===== config.mk =====
export PLATFORM = sky130hd
export DESIGN_NAME = bsa_serial_adder
export DESIGN_NICKNAME = d
export VERILOG_FILES = /design/src/rtl/bsa_pkg.sv /design/src/rtl/bsa_shreg.sv /design/src/rtl/bsa_carry_cell.sv /design/src/rtl/bsa_ctrl.sv /design/src/rtl/bsa_serial_adder.sv
export SDC_FILE = /design/constraint.sdc
export NUM_CORES = 1
export LEC_CHECK = 0
export BUFFER_PORTS_ARGS = -buffer_cell sky130_fd_sc_hd__buf_2
export CAP_MARGIN = 0
export CORE_MARGIN = 3
export CORE_UTILIZATION = 30
export CTS_BUF_LIST = sky130_fd_sc_hd__clkbuf_4
export CTS_CLUSTER_SIZE = 20
export DETAILED_ROUTE_END_ITERATION = 7
export SETUP_SLACK_MARGIN = 0.1
export SYNTH_ARGS = -nofsm -noshare
export SYNTH_HDL_FRONTEND = slang
export SYNTH_SLANG_ARGS = --single-unit

===== constraint.sdc =====
create_clock -name clk -period 3.62 [get_ports clk]
set_input_delay 0.362 -clock clk [delete_from_list [all_inputs] [get_ports clk]]
set_output_delay 0.362 -clock clk [all_outputs]
set_load 0.02 [all_outputs]

===== src/rtl/bsa_pkg.sv =====
package bsa_pkg;
  // What enters the top of the addend register while shifting
  typedef enum logic {
    FILL_ZERO   = 1'b0,
    FILL_RECIRC = 1'b1
  } bsa_fill_e;
endpackage


===== src/rtl/bsa_shreg.sv =====
module bsa_shreg #(
  parameter int WIDTH = 8
) (
  input  logic             clk,
  input  logic             rst_n,
  input  logic             load_i,
  input  logic [WIDTH-1:0] par_i,
  input  logic             shift_i,
  input  logic             sin_i,
  output logic             lsb_o,
  output logic [WIDTH-1:0] q_o
);
  logic [WIDTH-1:0] data_q;
  logic [WIDTH-1:0] data_d;
  logic             data_en;

  assign data_en = load_i | shift_i;

  always_comb begin
    data_d = data_q;
    if (load_i)       data_d = par_i;
    else if (shift_i) data_d = {sin_i, data_q[WIDTH-1:1]};
  end

  always_ff @(posedge clk or negedge rst_n) begin
    if (!rst_n)       data_q <= '0;
    else if (data_en) data_q <= data_d;
  end

  assign lsb_o = data_q[0];
  assign q_o   = data_q;

  assert_load_copy_R1: assert property (@(posedge clk) disable iff (!rst_n)
    load_i |=> (data_q == $past(par_i)));

  assert_shift_right_R3: assert property (@(posedge clk) disable iff (!rst_n)
    (shift_i && !load_i) |=> (data_q[WIDTH-2:0] == $past(data_q[WIDTH-1:1]))
                             && (data_q[WIDTH-1] == $past(sin_i)));

  assert_hold_idle_R6: assert property (@(posedge clk) disable iff (!rst_n)
    (!shift_i && !load_i) |=> $stable(data_q));
endmodule


===== src/rtl/bsa_carry_cell.sv =====
module bsa_carry_cell (
  input  logic clk,
  input  logic rst_n,
  input  logic clear_i,
  input  logic step_i,
  input  logic x_i,
  input  logic y_i,
  output logic sum_o,
  output logic carry_o
);
  logic cy_q;
  logic cy_d;
  logic cy_en;
  logic jin;
  logic kin;

  assign jin   = x_i & y_i;
  assign kin   = ~x_i & ~y_i;
  assign cy_en = clear_i | step_i;

  always_comb begin
    cy_d = cy_q;
    if (clear_i) begin
      cy_d = 1'b0;
    end else begin
      case ({jin, kin})
        2'b10:   cy_d = 1'b1;
        2'b01:   cy_d = 1'b0;
        2'b11:   cy_d = ~cy_q;
        default: cy_d = cy_q;
      endcase
    end
  end

  always_ff @(posedge clk or negedge rst_n) begin
    if (!rst_n)     cy_q <= 1'b0;
    else if (cy_en) cy_q <= cy_d;
  end

  assign sum_o   = x_i ^ y_i ^ cy_q;
  assign carry_o = cy_q;

  assert_clear_R1: assert property (@(posedge clk) disable iff (!rst_n)
    clear_i |=> !carry_o);

  assert_set_R4: assert property (@(posedge clk) disable iff (!rst_n)
    (step_i && !clear_i && x_i && y_i) |=> carry_o);

  assert_reset_R4: assert property (@(posedge clk) disable iff (!rst_n)
    (step_i && !clear_i && !x_i && !y_i) |=> !carry_o);

  assert_keep_R4: assert property (@(posedge clk) disable iff (!rst_n)
    (step_i && !clear_i && (x_i ^ y_i)) |=> $stable(carry_o));
endmodule


===== src/rtl/bsa_ctrl.sv =====
module bsa_ctrl #(
  parameter int WIDTH = 8
) (
  input  logic clk,
  input  logic rst_n,
  input  logic load_i,
  input  logic start_i,
  output logic load_ok_o,
  output logic shift_o,
  output logic busy_o,
  output logic done_o
);
  localparam int CNT_W = $clog2(WIDTH + 1);
  localparam logic [CNT_W-1:0] CNT_FULL = CNT_W'(WIDTH);
  localparam logic [CNT_W-1:0] CNT_ONE  = CNT_W'(1);

  logic [CNT_W-1:0] cnt_q;
  logic [CNT_W-1:0] cnt_d;
  logic             cnt_en;
  logic             done_q;
  logic             done_d;
  logic             busy;
  logic             go;

  assign busy      = (cnt_q != '0);
  assign load_ok_o = load_i & ~busy;
  assign go        = start_i & ~load_i & ~busy;
  assign cnt_en    = go | busy;

  always_comb begin
    cnt_d = cnt_q;
    if (go)        cnt_d = CNT_FULL;
    else if (busy) cnt_d = cnt_q - CNT_ONE;
  end

  assign done_d = busy && (cnt_q == CNT_ONE);

  always_ff @(posedge clk or negedge rst_n) begin
    if (!rst_n)      cnt_q <= '0;
    else if (cnt_en) cnt_q <= cnt_d;
  end

  always_ff @(posedge clk or negedge rst_n) begin
    if (!rst_n) done_q <= 1'b0;
    else        done_q <= done_d;
  end

  assign shift_o = busy;
  assign busy_o  = busy;
  assign done_o  = done_q;

  assert_start_busy_R2: assert property (@(posedge clk) disable iff (!rst_n)
    (start_i && !load_i && !busy_o) |=> busy_o);

  assert_load_blocks_start_R9: assert property (@(posedge clk) disable iff (!rst_n)
    (load_i && !busy_o) |=> !busy_o);

  assert_count_bound_R2: assert property (@(posedge clk) disable iff (!rst_n)
    cnt_q <= CNT_FULL);

  assert_done_single_R6: assert property (@(posedge clk) disable iff (!rst_n)
    done_o |=> !done_o);

  assert_done_idle_R6: assert property (@(posedge clk) disable iff (!rst_n)
    done_o |-> !busy_o);

  assert_done_after_busy_R6: assert property (@(posedge clk) disable iff (!rst_n)
    done_o |-> $past(busy_o));
endmodule


===== src/rtl/bsa_serial_adder.sv =====
module bsa_serial_adder #(
  parameter int              WIDTH = 8,
  parameter bsa_pkg::bsa_fill_e FILL = bsa_pkg::FILL_ZERO
) (
  input  logic             clk,
  input  logic             rst_n,
  input  logic             load_i,
  input  logic [WIDTH-1:0] opa_i,
  input  logic [WIDTH-1:0] opb_i,
  input  logic             start_i,
  output logic             busy_o,
  output logic             done_o,
  output logic [WIDTH-1:0] acc_o,
  output logic [WIDTH-1:0] opb_o,
  output logic             carry_o
);
  logic [1:0] rst_sync_q;
  logic       rst_int_n;
  logic       load_ok;
  logic       shift_en;
  logic       a_lsb;
  logic       b_lsb;
  logic       b_sin;
  logic       sum_bit;

  // Asynchronous assertion, synchronous release
  always_ff @(posedge clk or negedge rst_n) begin
    if (!rst_n) rst_sync_q <= 2'b00;
    else        rst_sync_q <= {rst_sync_q[0], 1'b1};
  end
  assign rst_int_n = rst_sync_q[1];

  bsa_ctrl #(.WIDTH(WIDTH)) u_ctrl (
    .clk       (clk),
    .rst_n     (rst_int_n),
    .load_i    (load_i),
    .start_i   (start_i),
    .load_ok_o (load_ok),
    .shift_o   (shift_en),
    .busy_o    (busy_o),
    .done_o    (done_o)
  );

  bsa_shreg #(.WIDTH(WIDTH)) u_acc (
    .clk     (clk),
    .rst_n   (rst_int_n),
    .load_i  (load_ok),
    .par_i   (opa_i),
    .shift_i (shift_en),
    .sin_i   (sum_bit),
    .lsb_o   (a_lsb),
    .q_o     (acc_o)
  );

  generate
    if (FILL == bsa_pkg::FILL_RECIRC) begin : g_fill_recirc
      assign b_sin = b_lsb;
    end else begin : g_fill_zero
      assign b_sin = 1'b0;
    end
  endgenerate

  bsa_shreg #(.WIDTH(WIDTH)) u_addend (
    .clk     (clk),
    .rst_n   (rst_int_n),
    .load_i  (load_ok),
    .par_i   (opb_i),
    .shift_i (shift_en),
    .sin_i   (b_sin),
    .lsb_o   (b_lsb),
    .q_o     (opb_o)
  );

  bsa_carry_cell u_carry (
    .clk     (clk),
    .rst_n   (rst_int_n),
    .clear_i (load_ok),
    .step_i  (shift_en),
    .x_i     (a_lsb),
    .y_i     (b_lsb),
    .sum_o   (sum_bit),
    .carry_o (carry_o)
  );

  assert_busy_ignores_load_R8: assert property (@(posedge clk) disable iff (!rst_int_n)
    (busy_o && load_i) |=> (acc_o[WIDTH-2:0] == $past(acc_o[WIDTH-1:1])));
endmodule


# Word level (Yosys, flattened, before mapping)
# Cells that the tools add are included.
# Widths: inputs -> output; s select.
# word_totals
regBits,24
input_bits,20
elab_cells,41
# classes
n_addsub,1
n_eq_ne,4
n_mux,8
bitwise_logic,14
reduce_logical,8
# ops
operator,n
$mux 8,4
$mux 4,2
$reduce_bool 4->1,2
$reduce_and 2->1,3
$and 1x1->1,5
$not 1->1,5
$eq 2x2->1 const B,2
$eq 4x1->1 const B,1
$reduce_bool 2->1,2
$sub 4x1->4 const B,1
$pmux 1 s3,1
$eq 2x1->1 const B,1
$or 1x1->1,2
$xor 1x1->1,2
$logic_and 1x1->1,1
$mux 1,1

# Depth between registers and ports, before layout
# Gate-level depths: netlist (run 1).
# depth
word_depth,5
ltp_mapped,7

# Modules after synthesis
# From an unflattened synthesis (run 1), not the netlist that was laid out.
# unflattened
hier_cells,112
area_unflattened_um2,1207.4
# modules_own_cells
mod,instances,cells_per_inst,area_each_um2,seq_area_each_um2
bsa_shreg,2,35,380.4,200.2
bsa_ctrl,1,26,282.8,125.1
bsa_carry_cell,1,12,106.4,25.0
bsa_serial_adder,1,4,57.6,50.0

# Worst setup path before layout (run 1)
# Ideal clock, no wire load.
# synth_path
path_kind,register to output
start,register u_ctrl.cnt_q[0]
end,output port busy_o
arrival_ns,1.172
required_ns,3.258
slack_ns,2.086
stages_incl_launch_ff,6
path_cell_list,dfrtp_1 inv_1 ha_1 nor3b_4 inv_2 buf_6
# synth_between
elab_chain_len,1
# synth_rtl
element,line_no,text
"start, declared",bsa_ctrl.sv:17,logic [CNT_W-1:0] cnt_q;
"start signal, assigned",bsa_ctrl.sv:40,else if (cnt_en) cnt_q <= cnt_d;
$reduce_bool 4->1,bsa_ctrl.sv:25,assign busy = (cnt_q != '0);
"end, declared",bsa_serial_adder.sv:11,"output logic busy_o,"
# Every way passes these cells.

# Worst setup path after layout (run 1)
# Same ends and word-level chain as after synthesis.

==> results_dict.tcl, run 1 <==
set metrics [dict create \
    power.ir.vdd_worst_mv 0.418 \
    ant_nets 0 \
    cts_sinks 24 \
    coreArea_um2 3830 \
    cts_resized 0 \
    max_freq_mhz 417 \
    rows 22 \
    dieArea_um2 4930 \
    drive_gt1_share_pct 38.9 \
    cp-start-kind "register" \
    drt_wl_total_um 2410 \
    crit_fanout 36 \
    start_util_pct 32.3 \
    power_density_nw_per_um2 766 \
    clock_latency_ns 0.30 \
    synth_area_per_cell_um2 11.4 \
    synth_edf_count 0 \
    final_cell_mix "buf_2, dfrtp_1, mux2i_1, nand2_1, o21ai_2" \
    hpwl_um 1810 \
    dieWidth_um 70.2 \
    cts_root_buf "clkbuf_4" \
    place.port_buffers 38 \
    yosysWarningCount 0 \
    finalCriticalPeriod_ns 2.40 \
    cts_tree "built" \
    rsz0062_at_grt "false" \
    leakagePower_nw 0.766 \
    grt_pass1_vias 974 \
    overflow 0 \
    worstSetupPathType "register to primary output" \
    vias 906 \
    drc 0 \
    grt_usage_pct 10.4 \
    synthArstFlopShare_pct 100 \
    clock_skew_ns 0.00215 \
    first_iter_violations 19 \
    run_status "finished, final reports clean" \
    routedWlPerCell_um 12.5 \
    numCtsBuffers 3 \
    setup_slack_ns 1.22 \
    fill_cells 377 \
    drv_cap 0 \
    synthFlopType "dfrtp_1" \
    max-slew-margin-rel_pct 41.1 \
    cp.arrival_ns 2.04 \
    area_delta_synth_final_pct 17.9 \
    tns_ns 0 \
    final_max_slew_viol_count 0 \
    clk_pin_slew_worst_paths_ns 0.12 \
    num_antenna_cells 0 \
    period_share_pct 66.3 \
    worst_slew_pin_slew_ns 0.884 \
    grt_pass1_wl_um 4270 \
    place_ws_ns 1.54 \
    synthesis.area_um2 1240 \
    fin_nets 172 \
    io_pins 39 \
    hold_violations 0 \
    cts_buffer_depth 2 \
    hold_path_class "primary input to register" \
    ys_seq_area_share_pct 48.5 \
    grt_max_degree 37 \
    totalPowerFinal_mw 1.12 \
    drtPass1Iterations 4 \
    grt_antenna_before_repair 0 \
    holdWs_ns 0.296 \
    synth_seq_cells 24 \
    final-setup-viol-count 0 \
    required_ns 3.26 \
    layout_commonest_cell "buf_2" \
    htreeDepth 1 \
    synth_cell_types 27 \
    place.gp.congestion 0.658 \
    routed_via_density 4.72 \
    synth_nets 135 \
    syn_inst 109 \
    die_h_um 70.2 \
    critPathCaptureType "primary output" \
]
==> routing by layer <==
layer	global-route usage (%)	vias up	part of all wire (%)
li1	-	442	-
met1	12.9	439	41
met2	18.7	25	54
met3	1.29	0	4.2
met4	2.55	0	0
met5	0	-	0
==> synth_stat cells, drive strengths merged (2+ instances only) <==
cell type / count / area [µm²]
a21oi: 4 / 23.8
buf: 7 / 61.3
dfrtp: 24 / 601
ha: 6 / 75.1
inv: 5 / 18.8
mux2i: 17 / 170
nand2: 16 / 60.1
nor2: 2 / 7.51
o21ai: 16 / 118
==> where the power goes <==
group / internal [mW] / total (mW) / switching (mW)
clock: 0.0388 / 0.113 / 0.0746
sequential: 0.372 / 0.469 / 0.0962
combinational: 0.219 / 0.535 / 0.317
total: 0.630 / 1.12 / 0.488
==> metrics by stage <==
stage	instance area [µm²]	cells	util (%)
3_5_place_dp	1430	188	37.3
3_3_place_gp	1430	188	37.3
6_report	1460	192	38.1
5_1_grt	1460	192	38.1
4_1_cts	1460	192	38.1
2_1_floorplan	1240	109	-
==> sequential cells by signal (all words and copies together), names as in the netlist <==
name	count
rst_sync_q	2
u_acc.q_o	8
u_addend.q_o	8
u_carry.carry_o	1
u_ctrl.cnt_q	4
u_ctrl.done_o	1
==> cell type report <==
type	instances	area, µm²	share of cell area [%]
Clock buffer	3	22.5	1.54
Inverter	5	18.8	1.29
Multi-Input combinational cell	73	557	38.2
Sequential cell	24	601	41.2
Tap cell	48	60.1	4.12
Timing Repair Buffer	39	200	13.7
==> critical path, stage by stage, from the launching register on <==
cell and delay, ns:
dfrtp_1 0.43, inv_1 0.09, ha_1 0.25, nor3b_4 0.18
inv_2 0.50, buf_2 0.28
==> path summary, 6_finish.rpt <==
path                                        startpoint                          end  slack [ns]  depth (start not counted)
setup / recovery           u_ctrl.cnt_q[0]$_DFFE_PN0P_                       busy_o        1.22                          5
hold / removal                                opb_i[7]  u_addend.q_o[7]$_DFFE_PN0P_        0.30                          3
setup reg to reg           u_ctrl.cnt_q[0]$_DFFE_PN0P_  u_carry.carry_o$_DFFE_PN0P_        1.74                          6
hold reg to reg                rst_sync_q[1]$_DFF_PN0_     u_acc.q_o[2]$_DFFE_PN0P_        0.37                          0
max in group asynchronous      rst_sync_q[1]$_DFF_PN0_     u_acc.q_o[6]$_DFFE_PN0P_        2.71                          0
min in group asynchronous                        rst_n      rst_sync_q[0]$_DFF_PN0_        0.35                          2
==> kinds of logic (layout without fill, tap and decap cells) <==
family | count (synthesis) | count (layout) | share of synthesized area, %
other | 1 | 1 | 0.303
AND/OR/NAND/NOR | 24 | 24 | 9.71
buffers and inverters | 12 | 47 | 6.47
multiplexers | 17 | 17 | 13.8
XOR/XNOR | 2 | 2 | 1.42
AO/OA/AOI/OAI | 23 | 23 | 13.8
adder cells (fa/ha/maj) | 6 | 6 | 6.07
flip-flops | 24 | 24 | 48.5
==> timing repair <==
action                    4_1_cts  5_1_grt
buffers inserted                0        0
hold endpoints to repair        2        0
hold buffers                    1        0
(Power assumes the default switching activity.)
==> run 2: changes to the inputs <==
==> constraint.sdc (replaced) <==
create_clock -name clk -period 2.3 [get_ports clk]
set_input_delay 0.23 -clock clk [delete_from_list [all_inputs] [get_ports clk]]
set_output_delay 0.23 -clock clk [all_outputs]
set_load 0.02 [all_outputs]
==> run 2 against run 1 <==
Effect of this change: core utilization is 0.49 points higher; register-to-register slack worse by 1.3 ns; combinational power is 56% higher; cell count is 1.6% higher; largest power group unchanged; clock power is 72% higher; non-clock buffer count is 2 higher; clock skew is 0.010 ns higher; hold slack worse by 0.14 ns; total power is 58% higher; first-iteration DRC count is 5.3% higher; sequential cell count stayed put.
==> results_dict.tcl, run 2 (synthesis gave the netlist of run 1 again) <==
set metrics [dict create \
    run_status "finished, final reports clean" \
    max_freq_mhz 486 \
    reg2reg_setup_slack_ns 0.47 \
    grt_pass1_vias 933 \
    setup_slack_ns 0.242 \
    cts_root_buf "clkbuf_4" \
    first_iter_violations 20 \
    grt_antenna_before_repair 0 \
    htreeDepth 1 \
    fin_nets 174 \
    switching_share_pct 43.4 \
    coreArea_um2 3830 \
    power.internal_mw 1.00 \
    drtPass1Iterations 6 \
    num_antenna_cells 0 \
    finalNonFillerCells 195 \
    holdWs_ns 0.156 \
    dpl-instance-area_um2 1440 \
    final-setup-viol-count 0 \
    place.gp.congestion 0.652 \
    layout_commonest_cell "buf_2" \
    cts_resized 0 \
    tns_ns 0 \
    leakagePower_nw 0.777 \
    clock_skew_ns 0.0123 \
    dieWidth_um 70.2 \
    rsz0062_at_grt "false" \
    hold_violations 0 \
    comb_power_share_pct 47.3 \
    seq_power_share_pct 41.7 \
    rows 22 \
    start_util_pct 32.3 \
    worstSetupPathType "register to primary output" \
    io_pins 39 \
    grt_max_degree 25 \
    final_cell_area_um2 1480 \
    drv_cap 0 \
    grt_usage_pct 10.5 \
    grt_pass1_wl_um 4180 \
    period_share_pct 89.5 \
    crit_fanout 24 \
    max-slew-margin-rel_pct 40.9 \
    cts_setup_buffers 0 \
    cts_sinks 24 \
    critPathCaptureType "primary output" \
    clock_latency_ns 0.32 \
    hpwl_um 1840 \
    cts_tree "built" \
    final_cell_mix "buf_2, dfrtp_1, mux2i_1, nand2_1, o21ai_2" \
    vias 882 \
    place.port_buffers 38 \
    cts_hold_buf 1 \
    dieArea_um2 4930 \
    overflow 0 \
    power.ir.vdd_worst_mv 0.489 \
    power_density_nw_per_um2 1190 \
    clk_pin_slew_worst_paths_ns 0.14 \
    switchingPower_mw 0.766 \
    drive_gt1_share_pct 39.5 \
    p_clk_share_pct 11.0 \
    drc 0 \
    required_ns 2.07 \
    numCtsBuffers 3 \
    place_ws_ns 0.501 \
    routed_via_density 4.52 \
    hold_path_class "primary input to register" \
    finalCriticalPeriod_ns 2.06 \
    cp.arrival_ns 1.83 \
    die_h_um 70.2 \
    cts_buffer_depth 2 \
    drt_wl_total_um 2360 \
    worst_slew_pin_slew_ns 0.887 \
    cp-start-kind "register" \
    final_max_slew_viol_count 0 \
    routedWlPerCell_um 12.1 \
    area_delta_synth_final_pct 19.4 \
    ant_nets 0 \
    dpl.cell_count 190 \
]
==> run 2: cell count changes in the layout (fill, tap and decap cells not counted) <==
cell      delta
buf_4        +2
clkinv_1     +1
==> run 2: worst max-delay path: stages, from the launching register on <==
cell     delay, ns
dfrtp_1       0.43
inv_1         0.08
ha_1          0.24
nor3b_4       0.18
inv_2         0.33
buf_2         0.25
==> run 2: metal layers <==
metal | share of wire, % | GRT usage (%) | vias up | routed length [µm]
met1 | 45 | 13.7 | 414 | 1060
met3 | 3.7 | 1.44 | 0 | 87
met4 | 0 | 3.19 | 0 | 0
met2 | 52 | 17.8 | 22 | 1220
met5 | 0 | 0 | - | 0
li1 | - | - | 446 | -
==> run 2: power by group through the flow <==
stage | sequential (mW) | combinational (mW) | clock (mW)
2_1_floorplan | 0.857 | 0.525 | 0
3_3_place_gp | 0.740 | 0.830 | 0
3_5_place_dp | 0.748 | 0.845 | 0
4_1_cts | 0.741 | 0.851 | 0.202
5_1_grt | 0.766 | 0.934 | 0.221
6_report | 0.737 | 0.835 | 0.194
==> run 2: through the flow <==
stage / util (%) / total power [mW]
6_report: 38.6 / 1.77
5_1_grt: 38.6 / 1.92
4_1_cts: 38.6 / 1.79
3_5_place_dp: 37.7 / 1.59
3_3_place_gp: 37.7 / 1.57
2_1_floorplan: - / 1.38
==> run 2: worst paths after layout <==
kind                                        startpoint                          end  cells after the start
setup / recovery           u_ctrl.cnt_q[0]$_DFFE_PN0P_                       busy_o                      5
hold / removal                                opb_i[7]  u_addend.q_o[7]$_DFFE_PN0P_                      3
setup reg to reg           u_ctrl.cnt_q[0]$_DFFE_PN0P_  u_carry.carry_o$_DFFE_PN0P_                      7
hold reg to reg                rst_sync_q[0]$_DFF_PN0_      rst_sync_q[1]$_DFF_PN0_                      0
max in group asynchronous      rst_sync_q[1]$_DFF_PN0_  u_addend.q_o[2]$_DFFE_PN0P_                      0
min in group asynchronous                        rst_n      rst_sync_q[0]$_DFF_PN0_                      2
==> run 2: area by class of cell <==
class / instances / area, µm²
Fill cell: 376 / 2350
Sequential cell: 24 / 601
Multi-Input combinational cell: 73 / 557
Timing Repair Buffer: 41 / 215
Tap cell: 48 / 60.1
Clock buffer: 3 / 22.5
Inverter: 5 / 18.8
Clock inverter: 1 / 3.75
